[src/rtl/mapper_pkg.sv]
package mapper_pkg;
  typedef enum logic [1:0] {
    DST_CTRL = 2'd0,
    DST_CHR0 = 2'd1,
    DST_CHR1 = 2'd2,
    DST_PRG  = 2'd3
  } dest_e;

  typedef enum logic [1:0] {
    MIR_ONE_LO = 2'd0,
    MIR_ONE_HI = 2'd1,
    MIR_VERT   = 2'd2,
    MIR_HORZ   = 2'd3
  } mirror_e;

  localparam int NUM_DEST = 4;
endpackage

[src/rtl/serial_accum.sv]
module serial_accum #(
  parameter int REG_W = 5,
  localparam int CNT_W = $clog2(REG_W)
) (
  input  logic             clk,
  input  logic             rst_n,
  input  logic             take,
  input  logic             abort,
  input  logic             bit_in,
  output logic             commit,
  output logic [REG_W-1:0] word,
  output logic [CNT_W-1:0] count
);
  localparam logic [CNT_W-1:0] LAST = CNT_W'(REG_W - 1);

  logic [REG_W-2:0] shift_q;
  logic [REG_W-1:0] shifted;
  logic             last;

  assign last    = (count == LAST);
  assign commit  = take && !abort && last;
  assign word    = {bit_in, shift_q};
  assign shifted = {bit_in, shift_q} >> 1;

  always_ff @(posedge clk) begin
    if (!rst_n) begin
      shift_q <= '0;
      count   <= '0;
    end else if (take) begin
      if (abort || last) begin
        shift_q <= '0;
        count   <= '0;
      end else begin
        shift_q <= shifted[REG_W-2:0];
        count   <= count + 1'b1;
      end
    end
  end
endmodule

[src/rtl/mapper_regs.sv]
module mapper_regs
  import mapper_pkg::*;
#(
  parameter int              REG_W     = 5,
  parameter logic [REG_W-1:0] CTRL_INIT = 5'h0C,
  parameter logic [REG_W-1:0] ABORT_OR  = 5'h0C
) (
  input  logic             clk,
  input  logic             rst_n,
  input  logic             commit,
  input  dest_e            dest,
  input  logic [REG_W-1:0] word,
  input  logic             soft_rst,
  output logic [REG_W-1:0] ctrl,
  output logic [REG_W-1:0] chr0,
  output logic [REG_W-1:0] chr1,
  output logic [REG_W-1:0] prg
);
  logic [REG_W-1:0] bank_q [NUM_DEST];

  for (genvar g = 0; g < NUM_DEST; g++) begin : g_reg
    localparam logic [REG_W-1:0] INIT = (g == 0) ? CTRL_INIT : '0;
    always_ff @(posedge clk) begin
      if (!rst_n)
        bank_q[g] <= INIT;
      else if (g == 0 && soft_rst)
        bank_q[g] <= bank_q[g] | ABORT_OR;
      else if (commit && dest == dest_e'(g))
        bank_q[g] <= word;
    end
  end

  assign ctrl = bank_q[DST_CTRL];
  assign chr0 = bank_q[DST_CHR0];
  assign chr1 = bank_q[DST_CHR1];
  assign prg  = bank_q[DST_PRG];
endmodule

[src/rtl/mirror_sel.sv]
module mirror_sel
  import mapper_pkg::*;
#(
  parameter int PPU_AW = 14
) (
  input  logic [PPU_AW-1:0] ppu_addr,
  input  mirror_e           mode,
  output logic              page
);
  always_comb begin
    unique case (mode)
      MIR_ONE_LO: page = 1'b0;
      MIR_ONE_HI: page = 1'b1;
      MIR_VERT:   page = ppu_addr[10];
      MIR_HORZ:   page = ppu_addr[11];
      default:    page = 1'b0;
    endcase
  end
endmodule

[src/rtl/serial_mapper_ctrl.sv]
module serial_mapper_ctrl
  import mapper_pkg::*;
#(
  parameter int REG_W  = 5,
  parameter int CPU_AW = 16,
  parameter int CPU_DW = 8,
  parameter int PPU_AW = 14,
  localparam int CNT_W = $clog2(REG_W)
) (
  input  logic              clk,
  input  logic              rst_n,
  input  logic              wr_valid,
  output logic              wr_ready,
  input  logic [CPU_AW-1:0] wr_addr,
  input  logic [CPU_DW-1:0] wr_data,
  input  logic [PPU_AW-1:0] ppu_addr,
  output logic              ciram_a10,
  output logic [REG_W-1:0]  ctrl_q,
  output logic [REG_W-1:0]  chr0_q,
  output logic [REG_W-1:0]  chr1_q,
  output logic [REG_W-1:0]  prg_q
);
  logic             take;
  logic             abort;
  logic             commit;
  logic [REG_W-1:0] word;
  logic [CNT_W-1:0] acc_count;
  dest_e            dest;

  assign wr_ready = 1'b1;
  assign take     = wr_valid && wr_ready && wr_addr[CPU_AW-1];
  assign abort    = wr_data[CPU_DW-1];
  assign dest     = dest_e'(wr_addr[CPU_AW-2:CPU_AW-3]);

  serial_accum #(.REG_W(REG_W)) u_accum (
    .clk    (clk),
    .rst_n  (rst_n),
    .take   (take),
    .abort  (abort),
    .bit_in (wr_data[0]),
    .commit (commit),
    .word   (word),
    .count  (acc_count)
  );

  mapper_regs #(.REG_W(REG_W)) u_regs (
    .clk      (clk),
    .rst_n    (rst_n),
    .commit   (commit),
    .dest     (dest),
    .word     (word),
    .soft_rst (take && abort),
    .ctrl     (ctrl_q),
    .chr0     (chr0_q),
    .chr1     (chr1_q),
    .prg      (prg_q)
  );

  mirror_sel #(.PPU_AW(PPU_AW)) u_mirror (
    .ppu_addr (ppu_addr),
    .mode     (mirror_e'(ctrl_q[1:0])),
    .page     (ciram_a10)
  );
endmodule

[config.mk]
export PLATFORM = sky130hd
export DESIGN_NAME = serial_mapper_ctrl
export DESIGN_NICKNAME = d
export VERILOG_FILES = /design/src/rtl/mapper_pkg.sv /design/src/rtl/serial_accum.sv /design/src/rtl/mapper_regs.sv /design/src/rtl/mirror_sel.sv /design/src/rtl/serial_mapper_ctrl.sv
export SDC_FILE = /design/constraint.sdc
export NUM_CORES = 1
export LEC_CHECK = 0
export ABC_AREA = 1
export BUFFER_PORTS_ARGS = -buffer_cell sky130_fd_sc_hd__buf_2
export CAP_MARGIN = 30
export CORE_ASPECT_RATIO = 1.2
export CORE_UTILIZATION = 44
export DETAILED_ROUTE_END_ITERATION = 8
export HOLD_SLACK_MARGIN = 0.1
export PLACE_DENSITY_LB_ADDON = 0.12
export SYNTH_ARGS = -nofsm -noshare
export SYNTH_HDL_FRONTEND = slang
export SYNTH_SLANG_ARGS = --single-unit
[constraint.sdc]
create_clock -name clk -period 2 [get_ports clk]
set_input_delay 0.4 -clock clk [delete_from_list [all_inputs] [get_ports clk]]
set_output_delay 0.4 -clock clk [all_outputs]
set_load 0.01 [all_outputs]
==> results_dict.tcl, run 1 <==
set metrics [dict create \
    status "finished clean" \
    drv_slew 0 \
    gp_congestion 0.764 \
    synth-xor-area-share_pct 0.742 \
    numClockSinks 27 \
    core_area_sq_um 2530 \
    ys_types 21 \
    ys_ff_latch 27 \
    syn_to_final_growth_pct 18.2 \
    yosysTopAreaCell "edfxtp_1" \
    synth_adder_area_share_pct 2.12 \
    clk_pin_slew_ps 150 \
    viasPerCell 4.74 \
    layout_min_cycle_time_ps 1530 \
    postSynthAreaPerCell_sq_um 9.76 \
    grt_pass1_wl_mm 3.41 \
    setup_viol 0 \
    first_pass_iters 4 \
    wl_mm 2.07 \
    first_iter_violations 30 \
    fmax_mhz 655 \
    place_inst 183 \
    mostFrequentLayoutCells "buf_2, nand2_1, edfxtp_1, nor2_1, inv_1" \
    finalCritPeriodShare_pct 76.4 \
    cp-start-kind "flop" \
    cts.repair.resized 0 \
    syn_nets 164 \
    synth_top_family_by_area "simple AND/OR/NAND/NOR gates" \
    grt_pass1_vias 798 \
    netlist_instances 121 \
    skew_ps 6.42 \
    worstPathCellList "inv_1, ha_1, nand2_2, inv_2, nand2_2, inv_2, nand2_1, nand2_1" \
    synth.area.mux_share_pct 0 \
    die-width_um 49.3 \
    hold_viol_final 0 \
    cp.required_ps 2030 \
    antenna_found_initial 0 \
    ctsLongestPathBuffers 2 \
    portBuffers 30 \
    layout_commonest_cell "buf_2" \
    stdcell_count 187 \
    drc 0 \
    cts_tree "built" \
    drive_gt1_share_pct 27.3 \
    synth-compound-area-share_pct 4.13 \
    crit_type "flop to flop" \
    drv_cap 0 \
    synth.top_cell.area_share_pct 50.8 \
    design_area_sq_um 1400 \
    n_antenna_cell 0 \
    place_hpwl_mm 1.55 \
    critPathArrivalTime_ps 1560 \
    rows 20 \
    critPathMaxStageDelay_ps 360 \
    leakagePower_nw 0.635 \
    place_ws_ps 453 \
    netlist_area_sq_um 1180 \
    tns_ps 0 \
    ios 63 \
    min_path_type "input pin to flop" \
    grt_max_degree 17 \
    yosys_warnings 0 \
    yosys-top-cells-area "edfxtp_1, dfxtp_1, nand2_1" \
    dieArea_sq_um 2900 \
    p_per_area_nw_per_um2 689 \
    place_area_sq_um 1370 \
    die_y_um 58.8 \
    postCtsSetupBuffers 0 \
    via_count 886 \
    ant_nets 0 \
    holdWs_ps 338 \
    track_usage_pct 15.8 \
    endpoint_kind "flop" \
    grt-ovfl-total 0 \
    fin_nets 198 \
    peakVddDrop_mv 0.454 \
    rsz0062_at_grt "false" \
    hold_buffers 0 \
    crit_fanout 6 \
    root_buffer "clkbuf_4" \
    insertion_delay_ps 320 \
    cp_slowest_cell "dfxtp_1" \
    seq_area_frac_synth_pct 62.7 \
    h-tree-depth 1 \
    wire_per_inst_um 11.0 \
    cts_buffers 3 \
    yosys.area_share.simple_pct 23.2 \
    initial_core_util_pct 46.7 \
    worst_slack_ps 473 \
]
-- cell usage after synthesis (all sizes together) --
library cell,count
nand2,25
edfxtp,20
nor2,20
inv,18
nand3,10
dfxtp,7
a21oi,6
nand4,3
nor3,3
buf,2
ha,2
a31oi,1
conb,1
o21ai,1
o21bai,1
xor2,1
-- flip-flops by register name, summed over array words and instances (netlist names) --
signal / flops
u_regs.bank_q: 20
u_accum.count: 3
u_accum.shift_q: 4
-- power by group --
group / internal (mW) / switching [mW] / total (mW)
Sequential: 0.619 / 0.00743 / 0.627
Combinational: 0.0332 / 0.0650 / 0.0982
Clock: 0.0778 / 0.159 / 0.237
Total: 0.730 / 0.231 / 0.962
-- layout make-up --
| cell class | instances | area (sq um) |
|---|---|---|
| Fill cell | 245 | 1130 |
| Sequential cell | 27 | 741 |
| Multi-Input combinational cell | 74 | 360 |
| Clock buffer | 3 | 22.5 |
| Inverter | 18 | 67.6 |
| Clock inverter | 1 | 6.26 |
| Tap cell | 33 | 41.3 |
| Timing Repair Buffer | 31 | 158 |
-- critical path: cells and delay by family (launching register included) --
family | cells | cell delay (ps)
simple gates | 4 | 430
flops | 1 | 360
fa+ha+maj | 1 | 150
buf+inv | 3 | 280
-- per-stage QoR --
step           util [%]  total power, mW
6_report           55.2            0.962
5_1_grt            55.2             1.00
4_1_cts            55.2            0.969
3_5_place_dp       54.1            0.738
3_3_place_gp       54.1            0.734
2_1_floorplan         -            0.699
-- metal layers --
| layer | share of wire [%] | track usage (%) | routed length [um] | vias up |
|---|---|---|---|---|
| met4 | 0.82 | 8.82 | 17 | 0 |
| met1 | 44 | 18.6 | 901 | 406 |
| met3 | 3.0 | 2.58 | 61 | 2 |
| met5 | 0 | 0 | 0 | - |
| li1 | - | - | - | 459 |
| met2 | 53 | 27.4 | 1090 | 19 |
-- cell families after synthesis --
kind of cell             count (synthesis)
AND/OR/NAND/NOR                         61
other                                    1
AO/OA/AOI/OAI                            9
XOR/XNOR                                 1
adder cells (fa/ha/maj)                  2
flip-flops                              27
buffers and inverters                   20
-- path summary, 6_finish.rpt --
check	startpoint	end	slack [ps]	cells after the start
max	u_accum.count[0]	u_regs.bank_q[2][0]	470	8
min reg2reg	u_accum.shift_q[2]	u_accum.shift_q[1]	490	2
max reg2reg	u_accum.count[0]	u_regs.bank_q[2][0]	470	8
min	wr_data[0]	u_accum.shift_q[3]	340	3
(Power assumes the default switching activity.)
==> run 2, diff against run 1 <==
--- a/config.mk
+++ b/config.mk
@@ -9,7 +9,7 @@
 export BUFFER_PORTS_ARGS = -buffer_cell sky130_fd_sc_hd__buf_2
 export CAP_MARGIN = 30
 export CORE_ASPECT_RATIO = 1.2
-export CORE_UTILIZATION = 44
+export CORE_UTILIZATION = 39
 export DETAILED_ROUTE_END_ITERATION = 8
 export HOLD_SLACK_MARGIN = 0.1
 export PLACE_DENSITY_LB_ADDON = 0.12
==> constraint.sdc (replaced) <==
create_clock -name clk -period 1.35 [get_ports clk]
set_input_delay 0.27 -clock clk [delete_from_list [all_inputs] [get_ports clk]]
set_output_delay 0.27 -clock clk [all_outputs]
set_load 0.01 [all_outputs]
==> results_dict.tcl, run 2 (same netlist as run 1, synthesis figures left out) <==
set metrics [dict create \
    place_hpwl_mm 1.68 \
    fin_nets 208 \
    hold_buffers 0 \
    endpoint_kind "output pin" \
    via_count 950 \
    top_register "u_regs.bank_q" \
    root_buffer "clkbuf_4" \
    leakagePower_nw 0.706 \
    grt_pass1_vias 867 \
    cts_tree "built" \
    dieArea_sq_um 3250 \
    antenna_found_initial 0 \
    drive_gt1_share_pct 36.6 \
    die-width_um 52.2 \
    first_iter_violations 16 \
    h-tree-depth 1 \
    insertion_delay_ps 320 \
    viasPerCell 4.80 \
    p_per_area_nw_per_um2 945 \
    mostFrequentLayoutCells "buf_2, edfxtp_1, nor2_1, nand2_1, inv_1" \
    wl_mm 2.17 \
    drv_cap 0 \
    rsz0062_at_grt "true" \
    cp.required_ps 1080 \
    ios 63 \
    wire_per_inst_um 10.9 \
    setup_viol 0 \
    ctsLongestPathBuffers 2 \
    numClockSinks 27 \
    final.fill_count 271 \
    critPathMaxStageDelay_ps 430 \
    finalCritPeriodShare_pct 99.1 \
    hold_viol_final 0 \
    initial_core_util_pct 41.6 \
    peakVddDrop_mv 0.580 \
    ant_nets 0 \
    tns_ps 0 \
    layout_commonest_cell "buf_2" \
    cts_buffers 3 \
    grt_max_degree 16 \
    layout_min_cycle_time_ps 1340 \
    track_usage_pct 14.4 \
    grt-ovfl-total 0 \
    n_antenna_cell 0 \
    fmax_mhz 747 \
    place_area_sq_um 1440 \
    skew_ps 9.47 \
    crit_type "flop to output pin" \
    crit_fanout 3 \
    status "finished clean" \
    worstPathCellList "a21oi_1, a31oi_1, buf_2" \
    cp-start-kind "flop" \
    gp_congestion 0.746 \
    drv_slew 0 \
    reg_top3 "u_regs.bank_q x20, u_accum.shift_q x4, u_accum.count x3" \
    largest_reg_flops 20 \
    portBuffers 30 \
    clk_pin_slew_ps 140 \
    first_pass_iters 4 \
    drc 0 \
    min_path_type "input pin to flop" \
    design_area_sq_um 1530 \
    holdWs_ps 204 \
    core_area_sq_um 2840 \
    rows 21 \
    grt_pass1_wl_mm 3.40 \
    cp_slowest_cell "edfxtp_1" \
    critPathArrivalTime_ps 1070 \
    die_y_um 62.3 \
    syn_to_final_growth_pct 29.1 \
]
-- run 2: changes by cell type in the layout (fill, tap and decap cells not counted), moves of 2 or more --
cell     previous run  this run
buf_4               1        10
nand2_1            22        18
nand2_2             3         5
nand2_4             0         2
-- run 2: worst paths after layout --
check                                         start                   to  slack [ps]  cells past startpoint
worst max-delay path            u_regs.bank_q[0][1]            ciram_a10          10                      3
worst min register to register   u_accum.shift_q[1]   u_accum.shift_q[0]         480                      2
worst max register to register     u_accum.count[1]  u_regs.bank_q[2][4]          70                      8
worst min-delay path                     wr_data[0]   u_accum.shift_q[3]         200                      3
-- run 2: through the flow --
step / instances / setup slack, ps / power, mW / utilization, %
3_5_place_dp: 193 / 1.78 / 1.11 / 50.7
4_1_cts: 197 / -8.91 / 1.44 / 51.9
6_report: 198 / 11.5 / 1.44 / 53.7
2_1_floorplan: 121 / -5.24 / 1.04 / -
5_1_grt: 198 / -62.1 / 1.51 / 53.7
3_3_place_gp: 193 / 14.9 / 1.10 / 50.7
-- run 2: cell type report --
class	count	area, sq um	share of cell area [%]
Sequential cell	27	742	48.6
Multi-Input combinational cell	74	404	26.5
Timing Repair Buffer	41	236	15.5
Inverter	18	72.6	4.76
Tap cell	34	42.5	2.79
Clock buffer	3	22.5	1.48
Clock inverter	1	5.00	0.328
-- run 2: critical path: cells and delay by family (launching register included) --
family / cells / cell delay [ps]
flops: 1 / 430
compound gates: 2 / 190
buf+inv: 1 / 140
-- run 2: power breakdown --
group / switching (mW) / internal (mW) / total, mW
clock: 0.227 / 0.111 / 0.338
sequential: 0.00998 / 0.917 / 0.927
combinational: 0.107 / 0.0684 / 0.175
-- run 2: repair_timing --
action,CTS,global route
pin swaps,0,5
resized for setup,2,12
endpoints found under the setup margin,10,34
buffers inserted,0,1
-- run 2: per-layer routing --
metal	routed length [um]	track usage, %
met3	105	2.21
met1	862	15.0
met5	0	0
met2	1130	25.6
met4	68	8.88
